<file path="config.mk">
export PLATFORM = sky130hd
export DESIGN_NAME = rom_rd_ctrl
export DESIGN_NICKNAME = d
export VERILOG_FILES = /design/src/rtl/rom_rd_pkg.sv /design/src/rtl/rrc_cycle_timer.sv /design/src/rtl/rrc_sequencer.sv /design/src/rtl/rrc_capture.sv /design/src/rtl/rom_rd_ctrl.sv
export SDC_FILE = /design/constraint.sdc
export NUM_CORES = 1
export LEC_CHECK = 0
export ABC_AREA = 1
export BUFFER_PORTS_ARGS = -buffer_cell sky130_fd_sc_hd__buf_4
export CORE_MARGIN = 5
export CORE_UTILIZATION = 40
export DETAILED_ROUTE_END_ITERATION = 16
export MAX_ROUTING_LAYER = met4
export PLACE_DENSITY = 0.7
export RECOVER_POWER = 25
export SYNTH_ARGS = -nofsm -noshare
export SYNTH_HDL_FRONTEND = slang
export SYNTH_SLANG_ARGS = --single-unit
</file>
<file path="constraint.sdc">
create_clock -name clk -period 3 [get_ports clk]
set_input_delay 0.15 -clock clk [delete_from_list [all_inputs] [get_ports clk]]
set_output_delay 0.15 -clock clk [all_outputs]
set_load 0.03 [all_outputs]
</file>
<file path="src/rtl/rom_rd_pkg.sv">
// Shared types for the ROM read sequencer.
// Assumes: nothing beyond SystemVerilog packages.
package rom_rd_pkg;
    typedef enum logic [1:0] {
        ST_IDLE   = 2'd0,
        ST_LEAD   = 2'd1,
        ST_SAMPLE = 2'd2,
        ST_FLOAT  = 2'd3
    } rd_state_t;
endpackage

</file>
<file path="src/rtl/rrc_cycle_timer.sv">
// Loadable down-counter that times each phase of a read.
// Assumes: load has priority; the counter stops at zero; zero is
// reported combinationally from the current count.
module rrc_cycle_timer #(
    parameter int CNT_W = 4
) (
    input  logic             clk,
    input  logic             rst_n,
    input  logic             load,
    input  logic [CNT_W-1:0] load_val,
    output logic             zero
);
    logic [CNT_W-1:0] cnt;

    // Load a phase length or count down toward zero.
    always_ff @(posedge clk) begin
        if (!rst_n)
            cnt <= '0;
        else if (load)
            cnt <= load_val;
        else if (cnt != '0)
            cnt <= cnt - 1'b1;
    end

    assign zero = (cnt == '0);

    // Phase lengths of R4/R5/R7 rely on a steady one-per-cycle decrement.
    assert_timer_step_R4: assert property (@(posedge clk) disable iff (!rst_n)
        (!load && cnt != '0) |=> (cnt == $past(cnt) - 1'b1));
endmodule

</file>
<file path="src/rtl/rrc_sequencer.sv">
// Phase controller for one ROM read: select, gate, sample, float.
// Assumes: T_ACC > T_OE >= 1 and T_DF >= 1 (cycles); a request is
// honoured only while idle.
module rrc_sequencer
    import rom_rd_pkg::*;
#(
    parameter int ADDR_W = 16,
    parameter int T_ACC  = 6,
    parameter int T_OE   = 4,
    parameter int T_DF   = 4,
    parameter int CNT_W  = 4
) (
    input  logic              clk,
    input  logic              rst_n,
    input  logic              req,
    input  logic [ADDR_W-1:0] req_addr,
    input  logic              tmr_zero,
    output logic              tmr_load,
    output logic [CNT_W-1:0]  tmr_val,
    output logic [ADDR_W-1:0] rom_addr,
    output logic              rom_ce_n,
    output logic              rom_oe_n,
    output logic              capture,
    output logic              busy
);
    localparam int LEAD_LEN = T_ACC - T_OE;
    localparam logic [CNT_W-1:0] LEAD_RELOAD  = CNT_W'(LEAD_LEN - 1);
    localparam logic [CNT_W-1:0] GATE_RELOAD  = CNT_W'(T_OE - 1);
    localparam logic [CNT_W-1:0] FLOAT_RELOAD = CNT_W'(T_DF - 1);

    rd_state_t state;

    // Advance the phase and drive the address and both strobes.
    always_ff @(posedge clk) begin
        if (!rst_n) begin
            state    <= ST_IDLE;
            rom_ce_n <= 1'b1;
            rom_oe_n <= 1'b1;
            rom_addr <= '0;
        end else begin
            case (state)
                ST_IDLE: if (req) begin
                    rom_addr <= req_addr;
                    rom_ce_n <= 1'b0;
                    state    <= ST_LEAD;
                end
                ST_LEAD: if (tmr_zero) begin
                    rom_oe_n <= 1'b0;
                    state    <= ST_SAMPLE;
                end
                ST_SAMPLE: if (tmr_zero) begin
                    rom_ce_n <= 1'b1;
                    rom_oe_n <= 1'b1;
                    state    <= ST_FLOAT;
                end
                default: if (tmr_zero) state <= ST_IDLE;
            endcase
        end
    end

    // Choose the timer reload at each phase boundary.
    always_comb begin
        tmr_load = 1'b0;
        tmr_val  = '0;
        case (state)
            ST_IDLE:   if (req)      begin tmr_load = 1'b1; tmr_val = LEAD_RELOAD;  end
            ST_LEAD:   if (tmr_zero) begin tmr_load = 1'b1; tmr_val = GATE_RELOAD;  end
            ST_SAMPLE: if (tmr_zero) begin tmr_load = 1'b1; tmr_val = FLOAT_RELOAD; end
            default:   ;
        endcase
    end

    assign capture = (state == ST_SAMPLE) && tmr_zero;
    assign busy    = (state != ST_IDLE);

    assert_gate_needs_select_R9: assert property (@(posedge clk) disable iff (!rst_n)
        !rom_oe_n |-> !rom_ce_n);
    assert_addr_held_R3: assert property (@(posedge clk) disable iff (!rst_n)
        (busy && $past(busy)) |-> $stable(rom_addr));
    assert_strobes_rise_together_R6: assert property (@(posedge clk) disable iff (!rst_n)
        $rose(rom_ce_n) |-> $rose(rom_oe_n));
    assert_standby_when_idle_R2: assert property (@(posedge clk) disable iff (!rst_n)
        !busy |-> (rom_ce_n && rom_oe_n));
    assert_busy_ignores_req_R8: assert property (@(posedge clk) disable iff (!rst_n)
        (busy && !capture && state != ST_FLOAT) |=> busy);
endmodule

</file>
<file path="src/rtl/rrc_capture.sv">
// Registers the ROM byte on the capture strobe and flags it for one cycle.
// Assumes: capture is a single-cycle strobe issued by the sequencer.
module rrc_capture #(
    parameter int DATA_W = 8
) (
    input  logic              clk,
    input  logic              rst_n,
    input  logic              capture,
    input  logic [DATA_W-1:0] rom_q,
    output logic [DATA_W-1:0] rd_data,
    output logic              done
);
    // Hold the sampled byte and raise the completion pulse.
    always_ff @(posedge clk) begin
        if (!rst_n) begin
            rd_data <= '0;
            done    <= 1'b0;
        end else begin
            done <= capture;
            if (capture)
                rd_data <= rom_q;
        end
    end

    assert_done_single_R5: assert property (@(posedge clk) disable iff (!rst_n)
        done |=> !done);
    assert_data_held_R5: assert property (@(posedge clk) disable iff (!rst_n)
        !done |-> $stable(rd_data));
endmodule

</file>
<file path="src/rtl/rom_rd_ctrl.sv">
// Top of the ROM read sequencer: drives address, select and gate with
// cycle-counted waits, captures one byte per request, then waits out
// the float window.
// Assumes: T_ACC > T_OE >= 1, T_DF >= 1; rom_q is valid once both
// access windows have elapsed.
module rom_rd_ctrl #(
    parameter int ADDR_W = 16,
    parameter int DATA_W = 8,
    parameter int T_ACC  = 6,
    parameter int T_OE   = 4,
    parameter int T_DF   = 4
) (
    input  logic              clk,
    input  logic              rst_n,
    input  logic              req,
    input  logic [ADDR_W-1:0] req_addr,
    output logic [DATA_W-1:0] rd_data,
    output logic              done,
    output logic              busy,
    output logic [ADDR_W-1:0] rom_addr,
    output logic              rom_ce_n,
    output logic              rom_oe_n,
    input  logic [DATA_W-1:0] rom_q
);
    localparam int MAX_T = (T_ACC > T_DF) ? T_ACC : T_DF;
    localparam int CNT_W = $clog2(MAX_T + 1);

    logic             tmr_load;
    logic [CNT_W-1:0] tmr_val;
    logic             tmr_zero;
    logic             capture;

    rrc_cycle_timer #(.CNT_W(CNT_W)) u_timer (
        .clk      (clk),
        .rst_n    (rst_n),
        .load     (tmr_load),
        .load_val (tmr_val),
        .zero     (tmr_zero)
    );

    rrc_sequencer #(
        .ADDR_W (ADDR_W),
        .T_ACC  (T_ACC),
        .T_OE   (T_OE),
        .T_DF   (T_DF),
        .CNT_W  (CNT_W)
    ) u_seq (
        .clk      (clk),
        .rst_n    (rst_n),
        .req      (req),
        .req_addr (req_addr),
        .tmr_zero (tmr_zero),
        .tmr_load (tmr_load),
        .tmr_val  (tmr_val),
        .rom_addr (rom_addr),
        .rom_ce_n (rom_ce_n),
        .rom_oe_n (rom_oe_n),
        .capture  (capture),
        .busy     (busy)
    );

    rrc_capture #(.DATA_W(DATA_W)) u_cap (
        .clk     (clk),
        .rst_n   (rst_n),
        .capture (capture),
        .rom_q   (rom_q),
        .rd_data (rd_data),
        .done    (done)
    );

    assert_done_ends_cycle_R6: assert property (@(posedge clk) disable iff (!rst_n)
        $rose(done) |-> (rom_ce_n && rom_oe_n && $past(!rom_oe_n)));
endmodule

</file>
## Word level (Yosys, flattened, before mapping)

Index checks and enable logic that the tools add are counted.

- Register bits: 32
- Bits in latches: 0
- Memory bits (writable): 0
- ROM bits: 0
- Input bits: 27
- Word-level logic and storage cells: 45
- Memories: 0

- Add/subtract/negate cells: 1
- $mul: 0
- Divide/modulo/power cells: 0
- Magnitude comparators: 0
- Eq/ne operators: 5
- Shift-type cells: 0
- Mux-type cells: 18
- Bitwise logic cells: 0
- Reduce and logical (&&, ||, !) cells: 14

Operator list:

| kind | number |
|---|---|
| 2-to-1 mux 2 bit | 5 |
| nonzero test 2 bit | 5 |
| 2-to-1 mux 1 bit | 6 |
| 2-to-1 mux 3 bit | 2 |
| one-hot mux 1 bit (2 select lines) | 3 |
| one-hot mux 2 bit (3 select lines) | 1 |
| one-hot mux 3 bit (2 select lines) | 1 |
| AND reduction 3 bit | 2 |
| inequality test 2 x 1 -> 1 bit (second input constant) | 2 |
| AND reduction 4 bit | 1 |
| zero test 3 bit | 1 |
| nonzero test 3 bit | 1 |
| subtractor 3 x 1 -> 3 bit (second input constant) | 1 |
| equality test 2 x 1 -> 1 bit (second input constant) | 1 |
| equality test 2 bit (second input constant) | 1 |
| zero test 2 bit | 1 |
| inequality test 2 bit (second input constant) | 1 |
| AND reduction 2 bit | 1 |
| OR reduction 2 bit | 1 |
| logical AND 1 bit | 1 |

## Depth between registers and ports, before layout

- Word-level depth: 4
- Depth in mapped cells: 9
- Gate-level depth less buffers: 9

## Hierarchy

From an unflattened synthesis, not the netlist that was laid out.

- Cells, all modules: 205
- Area total of the unflattened synthesis: 1,493.9 um2

Modules (own cells, without submodules):

| module | instances | cells each | area each (um2) |
|---|---|---|---|
| rrc_sequencer | 1 | 122 | 918.4 |
| rrc_capture | 1 | 54 | 375.4 |
| rrc_cycle_timer | 1 | 29 | 200.2 |

## Worst setup path after synthesis

No wires, ideal clock.

- Path type: register -> register
- Start: reg u_seq.state[0]
- End: reg u_seq.state[1]
- Arrival: 1,243 ps
- Required time: 2,886 ps
- Setup slack: 1,643 ps
- Cell stages (with the launch flop): 8
- Path buffers: 0
- Clock period less this slack: 1,357 ps
- Path through: dfxtp_1 inv_1 ha_1 inv_1 or2_4 nand2_2 nor2_1 nor2_2

- Word-level cells in the longest chain between the ends: 3
- Elaborated cells on any way between the ends: 9
- Those cells by class: 5 x eq/ne; 1 x mux; 3 x reduce/logical

RTL lines:

| item | RTL line | text |
|---|---|---|
| from (decl) | rrc_sequencer.sv:31 | `rd_state_t state;` |
| from (signal assigned) | rrc_sequencer.sv:36 | `state <= ST_IDLE;` |
| from (signal assigned) | rrc_sequencer.sv:45 | `state <= ST_LEAD;` |
| from (signal assigned) | rrc_sequencer.sv:49 | `state <= ST_SAMPLE;` |
| equality test 2 bit, or another cell as far along | rrc_sequencer.sv:41 | `case (state)` |
| inequality test 2 x 1 -> 1 bit (no line), or another cell as far along | -- |  |
| AND reduction 4 bit (no line) | -- |  |

Parallel ways exist; a longest one is shown, timed or not.
A chain may end at the register's enable or synchronous reset.

## Worst setup path in the final report

- Start: reg u_seq.state[0]
- End: reg u_timer.cnt[0]

- Word-level cells in the longest chain between the ends: 4
- Elaborated cells on any way between the ends: 8
- Those cells by class: 2 x eq/ne; 3 x mux; 3 x reduce/logical

RTL lines:

| item | RTL line | text |
|---|---|---|
| equality test 2 x 1 -> 1 bit or equality test 2 bit (tied branches) | rrc_sequencer.sv:65 | `case (state)` |
| OR reduction 2 bit (no line) | -- |  |
| one-hot mux 3 bit (2 select lines) or one-hot mux 1 bit (2 select lines) (tied branches) | rrc_sequencer.sv:65 |  |
| 2-to-1 mux 3 bit or nonzero test 2 bit (tied branches) | -- |  |
| to (signal assigned) | rrc_cycle_timer.sv:20 | `cnt <= load_val;` |
| to (signal assigned) | rrc_cycle_timer.sv:22 | `cnt <= cnt - 1'b1;` |
| to (decl) | rrc_cycle_timer.sv:13 | `logic [CNT_W-1:0] cnt;` |

Parallel ways exist; a longest one is shown, timed or not.

==> reports/summary.txt <==
Power Dens Cells: 948 mW/mm^2
Portion of synthesized cell area occupied by the leading cell type: 0.494
CTS tree: done
Top library cells by usage in the layout, fill and taps aside: sky130_fd_sc_hd__nor2_1, sky130_fd_sc_hd__buf_4, sky130_fd_sc_hd__dfxtp_1
Worst Setup End Kind: register
Synth area leaders: sky130_fd_sc_hd__dfxtp_1, sky130_fd_sc_hd__nor2_1, sky130_fd_sc_hd__nand2_1, sky130_fd_sc_hd__ha_1, sky130_fd_sc_hd__o21ai_1
Number of iterations in the first detailed-routing pass: 4
Post-synthesis mux area share: 0
Final global-route overflow total: 0
Startpoint of the lowest-slack hold path: req_addr[14]
Share of the core filled with cells: 0.565
Placed wire-length estimate: 2260 um
Post-CTS setup buffer count: 0
Detailed-route via count: 1190
Buffer depth of the longest clock path: 2
Setup crit start kind: register
CTS Hold Buffers Added: 0
Fin. Hold Viols: 0
CTS HTree Levels: 2
Time the final worst path needs with I/O delays and setup: 1.59 ns
Total clock buffers created by CTS: 5
Main combinational cell family by area after synthesis: simple AND/OR/NAND/NOR gates
Pin count of the biggest net entering global routing: 24
Tightest slew margin relative to the limit: 0.745
Post-DP Area: 0.00173 mm^2
Library cell occupying the most area in the post-synthesis netlist: sky130_fd_sc_hd__dfxtp_1
Largest clock skew in the final design: 0.00768 ns
Detailed-route vias per instance: 4.46
Max Clock Freq: 630 MHz
Count of pins on the block boundary: 55
Slowest CP cell: sky130_fd_sc_hd__dfxtp_1
Synthesis-to-layout area growth: 33.9%
Final count of pins violating max slew: 0
Detailed router's first-iteration violation count: 62
Synth Area in Adders: 0.0579
Total detailed-routing wirelength: 3030 um
Peak supply drop: 0.000526 V
Global placement routability congestion: 0.858
Required time reported for the critical path endpoint: 3.20 ns
Unrepaired setup endpoints after global routing: no
DIE AREA: 0.00448 mm^2
Cell family with the largest share of critical-path delay: simple AND/OR/NAND/NOR gates
Height of the die: 67.0 um
Slew at the pin with the worst max-slew slack: 0.385 ns
Clock latency on the worst-skew pair: 0.32 ns
Number of antenna diodes: 0
Seq/Total Area, Yosys: 0.494
Synthesized-area fraction occupied by ao, oa, aoi and oai cells: 0.104
Chip width: 67.0 um
Number of clock sinks seen by CTS: 32
Summed area of non-filler cells in the final layout: 0.00174 mm^2
Antenna-violating nets left: 0
Post-synthesis instance total: 167
DRC errors left: 0
Final-report setup violation count: 0
Post-layout net count: 256
Class of the tightest hold or removal check: in -> reg
Leakage power figure: 0.806 nW
Standard-cell rows: 20
Number of antenna violations at the first check in global routing: 0
Detailed-route wire length per cell: 11.3 um
Root cell of the clock tree: sky130_fd_sc_hd__clkbuf_4
Commonest non-fill, non-tap cell in the layout: sky130_fd_sc_hd__nor2_1
CP Data Arrival Time: 1.79 ns
Synth Register Bits: 32
Xor and xnor area share after synthesis: 0.0135
Worst-case hold slack: 0.0559 ns
Starting density of the core: 0.422
Number of buffer and inverter stages on the critical path: 2
Syn nets: 200
Worst Setup SP: u_seq.state[0]
Fraction of final layout cells sized beyond drive strength 1: 0.256
Buffers added on ports: 54
Category of the most critical setup path: reg -> reg
Max Cap Violations: 0
Result of the run: finished, final reports clean
Post-Syn Area: 0.00130 mm^2
Setup TNS Final: 0 ns
Biggest cell delay along the critical path: 0.37 ns
Area fraction in and, or, nand and nor cells after synthesis: 0.273
Wire length of the first global-routing pass: 4930 um
Number of warnings reported in the yosys synthesis log: 0
Clock-pin slew of the registers on the worst-case setup and hold paths: 0.10 ns
All-Layer GR Usage: 0.150
Final cycle utilization of the critical path: 0.529
Syn avg cell area: 7.77 um^2
Crit-path cells: inv_1 -> ha_1 -> nand2_2 -> inv_4 -> nand2_2 -> nand2_1 -> nor2_1 -> nor2_1
Via count of the first global-routing pass: 1151
Post-synth cell types: 20
Core Footprint: 0.00308 mm^2
Worst reg2reg startpoint: u_seq.state[0]
# resized after CTS: 0
Maximum fanout count along the critical path: 18
## cell usage after synthesis
cell                        n
sky130_fd_sc_hd__nor2_1    41
sky130_fd_sc_hd__dfxtp_1   32
sky130_fd_sc_hd__nand2_1   30
sky130_fd_sc_hd__o21ai_1   10
sky130_fd_sc_hd__o21ai_0    9
sky130_fd_sc_hd__a21oi_1    8
sky130_fd_sc_hd__inv_1      7
sky130_fd_sc_hd__ha_1       6
sky130_fd_sc_hd__nand3_1    5
sky130_fd_sc_hd__nand2_2    3
sky130_fd_sc_hd__buf_2      2
sky130_fd_sc_hd__clkbuf_1   2
sky130_fd_sc_hd__inv_2      2
sky130_fd_sc_hd__inv_4      2
sky130_fd_sc_hd__nand2_4    2
sky130_fd_sc_hd__xor2_1     2
sky130_fd_sc_hd__buf_6      1
sky130_fd_sc_hd__nand4_1    1
sky130_fd_sc_hd__nor2_2     1
sky130_fd_sc_hd__or2_4      1
## path summary, 6_finish.rpt
path                        end  slack, ns  cells after the start
max              u_timer.cnt[0]       1.41                      8
min          u_seq.rom_addr[14]       0.06                      3
max reg2reg      u_timer.cnt[0]       1.41                      8
min reg2reg      u_seq.rom_oe_n       0.47                      2
## power by group
group	leakage [nW]	internal [mW]	switching [mW]
combinational	0.505	0.265	0.530
sequential	0.263	0.533	0.0552
clock	0.0374	0.133	0.132
total	0.806	0.931	0.717
## sequential cells by signal, summed over array words and instances, names as in the netlist
register,flops
u_seq.rom_addr,16
u_seq.rom_ce_n,1
u_cap.done,1
u_cap.rd_data,8
u_seq.state,2
u_seq.rom_oe_n,1
u_timer.cnt,3
## worst reg2reg max path: stages (launching register included)
cell and delay (ns):
sky130_fd_sc_hd__dfxtp_1 0.37, sky130_fd_sc_hd__inv_1 0.09, sky130_fd_sc_hd__ha_1 0.26, sky130_fd_sc_hd__nand2_2 0.31, sky130_fd_sc_hd__inv_4 0.16, sky130_fd_sc_hd__nand2_2 0.10, sky130_fd_sc_hd__nand2_1 0.07, sky130_fd_sc_hd__nor2_1 0.09
sky130_fd_sc_hd__nor2_1 0.04
## per-stage QoR
step                setup slack, ns  instances  power, mW
finish                         1.41        267       1.65
global route                   1.22        267       1.79
CTS                            1.41        267       1.70
detailed placement             1.43        260       1.44
global placement               1.49        260       1.42
floorplan                      1.64        167       1.19
## cells by family after synthesis
family,Yosys count
and+or+nand+nor,84
DFF,32
AOI/OAI and AO/OA,27
buffers and inverters,16
adders and majority gates,6
xor gates and xnor gates,2
## area by class of cell
class,count,area (um^2)
Clock buffer,7,65.1
Inverter,11,46.3
Fill cell,319,1340
Timing Repair Buffer,54,349
Sequential cell,32,641
Multi-Input combinational cell,119,582
Tap cell,44,55.1
## per-layer routing
| metal | up-vias | GRT usage | part of all wire |
|---|---|---|---|
| met5 | - | - | 0 |
| met4 | 0 | 0.0506 | 0.012 |
| met3 | 4 | 0.0607 | 0.074 |
| met2 | 33 | 0.238 | 0.47 |
| met1 | 512 | 0.172 | 0.45 |
| li1 | 641 | - | - |
No activity file was read; power rests on OpenSTA's default activity.
